$ cat config.mk
export PLATFORM = sky130hd
export DESIGN_NAME = tlb_prot
export DESIGN_NICKNAME = d
export VERILOG_FILES = /design/src/rtl/tlb_pkg.sv /design/src/rtl/tlb_match.sv /design/src/rtl/tlb_enc.sv /design/src/rtl/tlb_store.sv /design/src/rtl/tlb_prot.sv
export SDC_FILE = /design/constraint.sdc
export NUM_CORES = 2
export LEC_CHECK = 0
export BUFFER_PORTS_ARGS = -buffer_cell sky130_fd_sc_hd__buf_2
export CORE_ASPECT_RATIO = 2
export CORE_MARGIN = 3
export CORE_UTILIZATION = 29
export DETAILED_ROUTE_END_ITERATION = 8
export HOLD_SLACK_MARGIN = 0.03
export PLACE_DENSITY_LB_ADDON = 0.2
export SYNTH_ARGS = -nofsm -noshare
export SYNTH_HDL_FRONTEND = slang
export SYNTH_SLANG_ARGS = --single-unit
export TNS_END_PERCENT = 20
$ cat constraint.sdc
create_clock -name clk_i -period 4.6 [get_ports clk_i]
set_input_delay 0.23 -clock clk_i [delete_from_list [all_inputs] [get_ports clk_i]]
set_output_delay 0.23 -clock clk_i [all_outputs]
set_load 0.01 [all_outputs]
$ cat src/rtl/tlb_pkg.sv
package tlb_pkg;
  typedef enum logic [1:0] {
    ACC_READ  = 2'd0,
    ACC_WRITE = 2'd1,
    ACC_EXEC  = 2'd2,
    ACC_RSVD  = 2'd3
  } acc_e;

  typedef enum logic [1:0] {
    PERM_RO   = 2'd0,
    PERM_RW   = 2'd1,
    PERM_XO   = 2'd2,
    PERM_NONE = 2'd3
  } perm_e;

  function automatic logic access_ok(perm_e p, acc_e a);
    logic ok;
    unique case (p)
      PERM_RO:  ok = (a == ACC_READ);
      PERM_RW:  ok = (a == ACC_READ) || (a == ACC_WRITE);
      PERM_XO:  ok = (a == ACC_EXEC);
      default:  ok = 1'b0;
    endcase
    return ok;
  endfunction
endpackage

$ cat src/rtl/tlb_match.sv
module tlb_match #(
  parameter int ENTRIES = 16,
  parameter int VPN_W   = 20
) (
  input  logic [VPN_W-1:0]              vpn_i,
  input  logic [ENTRIES-1:0][VPN_W-1:0] tags_i,
  input  logic [ENTRIES-1:0]            used_i,
  output logic [ENTRIES-1:0]            hit_o
);
  for (genvar g = 0; g < ENTRIES; g++) begin : g_cmp
    assign hit_o[g] = used_i[g] && (tags_i[g] == vpn_i);
  end
endmodule

$ cat src/rtl/tlb_enc.sv
module tlb_enc #(
  parameter int ENTRIES = 16,
  parameter int IDX_W   = $clog2(ENTRIES)
) (
  input  logic [ENTRIES-1:0] vec_i,
  output logic [IDX_W-1:0]   idx_o,
  output logic               any_o
);
  // OR of indices: exact when vec_i is one-hot
  always_comb begin
    idx_o = '0;
    for (int i = 0; i < ENTRIES; i++) begin
      if (vec_i[i]) idx_o = idx_o | IDX_W'(i);
    end
  end
  assign any_o = |vec_i;
endmodule

$ cat src/rtl/tlb_store.sv
module tlb_store #(
  parameter int ENTRIES = 16,
  parameter int VPN_W   = 20,
  parameter int PFN_W   = 20,
  parameter int IDX_W   = $clog2(ENTRIES)
) (
  input  logic                          clk_i,
  input  logic                          rst_ni,
  input  logic                          flush_i,
  input  logic                          fill_en_i,
  input  logic [IDX_W-1:0]              fill_idx_i,
  input  logic [VPN_W-1:0]              fill_vpn_i,
  input  logic [PFN_W-1:0]              fill_pfn_i,
  input  logic [1:0]                    fill_perm_i,
  input  logic                          fill_present_i,
  input  logic                          fill_dirty_i,
  input  logic                          upd_en_i,
  input  logic [IDX_W-1:0]              upd_idx_i,
  input  logic                          upd_dirty_i,
  output logic [ENTRIES-1:0]            used_o,
  output logic [ENTRIES-1:0]            present_o,
  output logic [ENTRIES-1:0]            dirty_o,
  output logic [ENTRIES-1:0]            refd_o,
  output logic [ENTRIES-1:0][1:0]       perm_o,
  output logic [ENTRIES-1:0][VPN_W-1:0] vpn_o,
  output logic [ENTRIES-1:0][PFN_W-1:0] pfn_o
);
  for (genvar g = 0; g < ENTRIES; g++) begin : g_ent
    logic             used_q, present_q, dirty_q, refd_q;
    logic [1:0]       perm_q;
    logic [VPN_W-1:0] vpn_q;
    logic [PFN_W-1:0] pfn_q;

    // priority: flush, fill, flag update
    always_ff @(posedge clk_i or negedge rst_ni) begin
      if (!rst_ni) begin
        used_q    <= 1'b0;
        present_q <= 1'b0;
        dirty_q   <= 1'b0;
        refd_q    <= 1'b0;
        perm_q    <= '0;
        vpn_q     <= '0;
        pfn_q     <= '0;
      end else if (flush_i) begin
        used_q    <= 1'b0;
        present_q <= 1'b0;
      end else if (fill_en_i && fill_idx_i == IDX_W'(g)) begin
        used_q    <= 1'b1;
        present_q <= fill_present_i;
        dirty_q   <= fill_dirty_i;
        refd_q    <= 1'b0;
        perm_q    <= fill_perm_i;
        vpn_q     <= fill_vpn_i;
        pfn_q     <= fill_pfn_i;
      end else if (upd_en_i && upd_idx_i == IDX_W'(g)) begin
        refd_q <= 1'b1;
        if (upd_dirty_i) dirty_q <= 1'b1;
      end
    end

    assign used_o[g]    = used_q;
    assign present_o[g] = present_q;
    assign dirty_o[g]   = dirty_q;
    assign refd_o[g]    = refd_q;
    assign perm_o[g]    = perm_q;
    assign vpn_o[g]     = vpn_q;
    assign pfn_o[g]     = pfn_q;
  end

  a_r11_flush_empties: assert property (@(posedge clk_i) disable iff (!rst_ni)
    flush_i |=> (used_o == '0));
endmodule

$ cat src/rtl/tlb_prot.sv
module tlb_prot #(
  parameter int ENTRIES = 16,
  parameter int VA_W    = 32,
  parameter int PA_W    = 32,
  parameter int OFF_W   = 12,
  localparam int VPN_W  = VA_W - OFF_W,
  localparam int PFN_W  = PA_W - OFF_W,
  localparam int IDX_W  = $clog2(ENTRIES)
) (
  input  logic             clk_i,
  input  logic             rst_ni,
  input  logic             flush_i,
  input  logic             req_valid_i,
  input  logic [VA_W-1:0]  req_vaddr_i,
  input  logic [1:0]       req_acc_i,
  input  logic             fill_en_i,
  input  logic [VPN_W-1:0] fill_vpn_i,
  input  logic [PFN_W-1:0] fill_pfn_i,
  input  logic [1:0]       fill_perm_i,
  input  logic             fill_present_i,
  input  logic             fill_dirty_i,
  input  logic [IDX_W-1:0] fill_way_i,
  output logic             rsp_valid_o,
  output logic [PA_W-1:0]  rsp_paddr_o,
  output logic             rsp_hit_o,
  output logic             rsp_miss_o,
  output logic             rsp_page_fault_o,
  output logic             rsp_prot_fault_o,
  output logic             rsp_dirty_o,
  output logic             rsp_refd_o
);
  import tlb_pkg::*;

  logic [ENTRIES-1:0]            used, present, dirty, refd;
  logic [ENTRIES-1:0][1:0]       perm;
  logic [ENTRIES-1:0][VPN_W-1:0] tags;
  logic [ENTRIES-1:0][PFN_W-1:0] pfns;

  logic [VPN_W-1:0]   lk_vpn;
  logic [OFF_W-1:0]   lk_off;
  logic [ENTRIES-1:0] lk_vec, fl_vec;
  logic [IDX_W-1:0]   lk_idx, fl_idx, fill_idx;
  logic               lk_any, fl_any;

  assign lk_vpn = req_vaddr_i[VA_W-1:OFF_W];
  assign lk_off = req_vaddr_i[OFF_W-1:0];

  tlb_match #(.ENTRIES(ENTRIES), .VPN_W(VPN_W)) i_lk_match (
    .vpn_i(lk_vpn), .tags_i(tags), .used_i(used), .hit_o(lk_vec));
  tlb_enc #(.ENTRIES(ENTRIES), .IDX_W(IDX_W)) i_lk_enc (
    .vec_i(lk_vec), .idx_o(lk_idx), .any_o(lk_any));

  tlb_match #(.ENTRIES(ENTRIES), .VPN_W(VPN_W)) i_fl_match (
    .vpn_i(fill_vpn_i), .tags_i(tags), .used_i(used), .hit_o(fl_vec));
  tlb_enc #(.ENTRIES(ENTRIES), .IDX_W(IDX_W)) i_fl_enc (
    .vec_i(fl_vec), .idx_o(fl_idx), .any_o(fl_any));

  // existing page is overwritten in place, else the chosen way
  assign fill_idx = fl_any ? fl_idx : fill_way_i;

  logic sel_present, sel_dirty, sel_refd, sel_ok, is_write, found;
  logic [PFN_W-1:0] sel_pfn;
  logic hit_d, miss_d, pf_d, prot_d;

  assign sel_present = present[lk_idx];
  assign sel_dirty   = dirty[lk_idx];
  assign sel_refd    = refd[lk_idx];
  assign sel_pfn     = pfns[lk_idx];
  assign sel_ok      = access_ok(perm_e'(perm[lk_idx]), acc_e'(req_acc_i));
  assign is_write    = (acc_e'(req_acc_i) == ACC_WRITE);
  assign found       = req_valid_i && lk_any;

  always_comb begin
    miss_d = req_valid_i && !lk_any;
    pf_d   = found && !sel_present;
    prot_d = found && sel_present && !sel_ok;
    hit_d  = found && sel_present && sel_ok;
  end

  tlb_store #(.ENTRIES(ENTRIES), .VPN_W(VPN_W), .PFN_W(PFN_W), .IDX_W(IDX_W)) i_store (
    .clk_i(clk_i), .rst_ni(rst_ni), .flush_i(flush_i),
    .fill_en_i(fill_en_i), .fill_idx_i(fill_idx), .fill_vpn_i(fill_vpn_i),
    .fill_pfn_i(fill_pfn_i), .fill_perm_i(fill_perm_i),
    .fill_present_i(fill_present_i), .fill_dirty_i(fill_dirty_i),
    .upd_en_i(hit_d), .upd_idx_i(lk_idx), .upd_dirty_i(is_write),
    .used_o(used), .present_o(present), .dirty_o(dirty), .refd_o(refd),
    .perm_o(perm), .vpn_o(tags), .pfn_o(pfns));

  always_ff @(posedge clk_i or negedge rst_ni) begin
    if (!rst_ni) begin
      rsp_valid_o      <= 1'b0;
      rsp_paddr_o      <= '0;
      rsp_hit_o        <= 1'b0;
      rsp_miss_o       <= 1'b0;
      rsp_page_fault_o <= 1'b0;
      rsp_prot_fault_o <= 1'b0;
      rsp_dirty_o      <= 1'b0;
      rsp_refd_o       <= 1'b0;
    end else begin
      rsp_valid_o      <= req_valid_i;
      rsp_paddr_o      <= hit_d ? {sel_pfn, lk_off} : '0;
      rsp_hit_o        <= hit_d;
      rsp_miss_o       <= miss_d;
      rsp_page_fault_o <= pf_d;
      rsp_prot_fault_o <= prot_d;
      rsp_dirty_o      <= found && (sel_dirty || (hit_d && is_write));
      rsp_refd_o       <= found && (sel_refd || hit_d);
    end
  end

  a_r2_single_match: assert property (@(posedge clk_i) disable iff (!rst_ni)
    $onehot0(lk_vec));
  a_r1_rsp_follows_req: assert property (@(posedge clk_i) disable iff (!rst_ni)
    rsp_valid_o == $past(req_valid_i));
  a_r1_offset_kept: assert property (@(posedge clk_i) disable iff (!rst_ni)
    rsp_hit_o |-> rsp_paddr_o[OFF_W-1:0] == $past(req_vaddr_i[OFF_W-1:0]));
  a_r6_one_outcome: assert property (@(posedge clk_i) disable iff (!rst_ni)
    rsp_valid_o |-> $onehot({rsp_hit_o, rsp_miss_o, rsp_page_fault_o, rsp_prot_fault_o}));
  a_r6_idle_quiet: assert property (@(posedge clk_i) disable iff (!rst_ni)
    !rsp_valid_o |-> !(rsp_hit_o || rsp_miss_o || rsp_page_fault_o || rsp_prot_fault_o));
  a_r3_miss_clean: assert property (@(posedge clk_i) disable iff (!rst_ni)
    rsp_miss_o |-> (rsp_paddr_o == '0 && !rsp_dirty_o && !rsp_refd_o));
  a_r7_hit_refd: assert property (@(posedge clk_i) disable iff (!rst_ni)
    rsp_hit_o |-> rsp_refd_o);
  a_r8_write_dirty: assert property (@(posedge clk_i) disable iff (!rst_ni)
    (rsp_hit_o && $past(req_acc_i) == 2'd1) |-> rsp_dirty_o);
endmodule

==> summary.md <==
| Metric | Value |
|---|---|
| Most common cell after layout, fill and taps aside | `dfrtp_1` |
| Growth of design area from synthesis to finish | `20.5%` |
| Total power | `20.4 mW` |
| Placer Congestion | `0.942` |
| Final hold viol count | `0` |
| Synth unique cells | `72` |
| Min-Delay Path Class | `in2reg` |
| Fin crit period | `between 4 and 5 ns` |
| Largest area contributor in the netlist | `dfrtp_1` |
| Top cells by area, synth | `dfrtp_1 (46%), mux2_2 (20%), xnor2_1 (10%)` |
| Total Neg Setup Slack | `0 ns` |
| Worst Tran Pin Value | `just under 1 ns` |
| GR Overflow Total | `0` |
| Mapped Nets | `3740` |
| Commonest cells after routing, fill and taps aside | `dfrtp_1 (774), mux2_2 (752), xnor2_1 (489)` |
| Synth Instances | `3653` |
| Final setup fails | `0` |
| Routed wire per std cell | `28.0 um` |
| Dpl hpwl | `around 120000 um` |
| Peak Freq | `around 0.22 GHz` |
| Worst setup SP type | `flop` |
| Final Skew | `approximately 0.04 ns` |
| Post-Synthesis Cell Area | `about 42000 um^2` |
| Starting Density | `0.292` |
| Final period util | `0.977` |
| Post-synth EDFFs | `0` |
| Synthesis-stage register bit count | `slightly below 800` |
| I/O Buffers | `roughly 130` |
| All-Layer GR Usage | `0.219` |
| Core area | `144000 um^2` |
| Detailed Routing Iterations Pass 1 | `7` |
| Max Slew Vio Count | `0` |
| Initial antenna violation count | `5` |
| Mean post-synth cell area | `approximately 12 um^2` |
| Vias/cell | `5.24` |
| Worst setup slack after layout | `0.108 ns` |
| Core Rows | `a little under 200` |
| Register Area | `~19000 um^2` |
| Hold path start | `fill_vpn_i[14]` |
| DRT antenna net count | `0` |
| Yosys warns | `0` |
| Die Ht | `~550 um` |
| Pwr dens | `402 nW/um^2` |
| Nets | `between 4000 and 5000` |
| Hold Path Depth | `3` |
| Dpl ws | `-0.599 ns` |
| Ys async rst share | `1.00` |
| Critical path type | `reg2reg` |
| Ys flop type | `dfrtp_1` |
| Clk_lat worst skew | `0.70 ns` |
| First-pass GRT wire length | `~240000 um` |
| CTS root buf | `clkbuf_16` |
| Arrival time worst endpoint | `~5 ns` |
| CP Capture Type | `flop` |
| Die footprint | `150000 um^2` |
| Fillers | `14500` |
| Via count | `~31000` |
| Worst-path clk slew | `~0.06 ns` |
| RSZ-0062 raised after global routing | `no` |
| Area of the multi-input gates | `21600 um^2` |
| Worst r2r src | `i_store.g_ent[15].vpn_q[10]` |
| CP Max Fanout | `14` |
| Hold endpoint | `i_store.g_ent[13].vpn_q[14]` |
| Status | `complete, no violations` |
| Largest net degree at the start of global routing | `between 100 and 150` |
| WP data required | `~5 ns` |
| R2R Setup Slk | `roughly 0.11 ns` |
| FF-to-FF End | `i_store.g_ent[6].dirty_q` |
| TritonCTS buffer count | `slightly above 80` |
| Maximum vdd drop | `~0.32 mV` |
| Max clock buf depth | `3` |
| Sink Count | `775` |
| Die X | `276 um` |
| Max_slew headroom | `0.349` |
| Vias in the first global route | `about 33000` |
| R2R cell count | `18` |
| Post-route DRC | `0` |
| Layout cell share with drive strength beyond 1 | `0.349` |
| Leak pwr | `roughly 21 nW` |
| CTS tree | `built` |
| Max-cap viol count | `0` |
| H-tree Lvls | `3` |
| Synth top area share | `0.460` |
| WL final | `165000 um` |
| Register area share after synthesis | `0.460` |
| DRT iter0 DRCs | `about 1700` |
| I/O pin total | `between 100 and 150` |
power breakdown:
part | total [mW] | internal [mW] | leakage, nW | switching, mW
Combinational | 4.38 | 2.26 | 9.60 | 2.12
Sequential | 9.11 | 8.00 | 10.0 | 1.11
Clock | 6.91 | 3.88 | 1.34 | 3.03
Total | 20.4 | 14.1 | 20.9 | 6.26
cell usage after synthesis (all sizes together), types with 15 or more instances:
| master | count |
|---|---|
| inv | 33 |
| clkbuf | 181 |
| mux2 | 752 |
| nor2 | 165 |
| nand2 | 68 |
| nor4 | 87 |
| o22ai | 41 |
| xnor2 | 489 |
| dfrtp | 775 |
| nand4 | 195 |
| mux2i | 112 |
| xor2 | 157 |
| and3 | 16 |
| or4 | 26 |
| a21oi | 99 |
| buf | 101 |
| nand3 | 90 |
| a22oi | 18 |
| nand2b | 15 |
| nor3 | 43 |
| o21ai | 25 |
worst max-delay path: stages, from the launching register on:
cell	delay, ns
dfrtp_1	0.46
xor2_1	0.17
buf_4	0.14
or4_1	0.52
nor4_4	0.31
buf_4	0.15
nand2_1	0.14
and4_1	0.34
buf_4	0.25
and3_1	0.18
a2111oi_0	0.37
a31oi_1	0.11
nor4b_1	0.18
buf_4	0.17
and4_1	0.17
buf_12	0.15
buf_4	0.13
a311oi_1	0.32
a21oi_1	0.08
layer usage:
metal	vias to the layer above	wire length, um	track usage
li1	13600	-	-
met1	16000	58900	0.227
met2	824	88800	0.411
met3	453	5550	0.0257
met4	6	12000	0.141
met5	-	34	0
logic make-up after synthesis:
kind of cell              synth area share
AOI/OAI and AO/OA                   0.0382
xor gates and xnor gates             0.134
buffers and inverters               0.0313
DFF                                  0.460
muxes                                0.230
and+or+nand+nor                      0.106
layout make-up:
class                      instances  share of cell area
antenna                            2           0.0000986
clock buffer                     124              0.0493
clock inverter                    24             0.00456
inverter                          33             0.00244
multi-input combinational       2563               0.426
sequential                       775               0.382
tap                             1890              0.0466
timing repair buffer             489              0.0886
flip-flops by register name, indices dropped and copies added (netlist names), 16 cells and up:
register,flops
i_store.g_ent.refd_q,16
rsp_paddr_o,32
i_store.g_ent.pfn_q,320
i_store.g_ent.perm_q,32
i_store.g_ent.vpn_q,320
i_store.g_ent.present_q,16
i_store.g_ent.dirty_q,16
i_store.g_ent.used_q,16
worst max path at each step:
stage / slack [ns] / endpoint / startpoint
after floorplan: 0.74 / i_store.g_ent[3].refd_q / i_store.g_ent[11].vpn_q[9]
after global placement: -0.62 / rsp_prot_fault_o / req_vaddr_i[12]
after detailed placement: -0.60 / rsp_prot_fault_o / req_vaddr_i[12]
after CTS: -0.02 / i_store.g_ent[13].refd_q / i_store.g_ent[11].vpn_q[4]
after global routing: 0.009 / i_store.g_ent[6].dirty_q / i_store.g_ent[15].vpn_q[10]
final: 0.11 / i_store.g_ent[6].dirty_q / i_store.g_ent[15].vpn_q[10]
stage by stage:
step	utilization	instances	hold WS [ns]	instance area (um^2)
2_1_floorplan	-	3653	-0.0656	42100
3_3_place_gp	0.329	5705	0.323	47500
3_5_place_dp	0.329	5705	0.328	47500
4_1_cts	0.351	5897	0.0447	50700
5_1_grt	0.352	5900	0.0955	50800
6_report	0.352	5900	0.0827	50800
what timing repair did:
item	CTS	global route
pin swaps	0	4
setup buffers	0	1
endpoints found under the hold margin	451	0
hold buffers	44	0
endpoints found under the setup margin	8	37
resized for setup	3	16
Note: power is estimated with default switching activity, not from simulation.
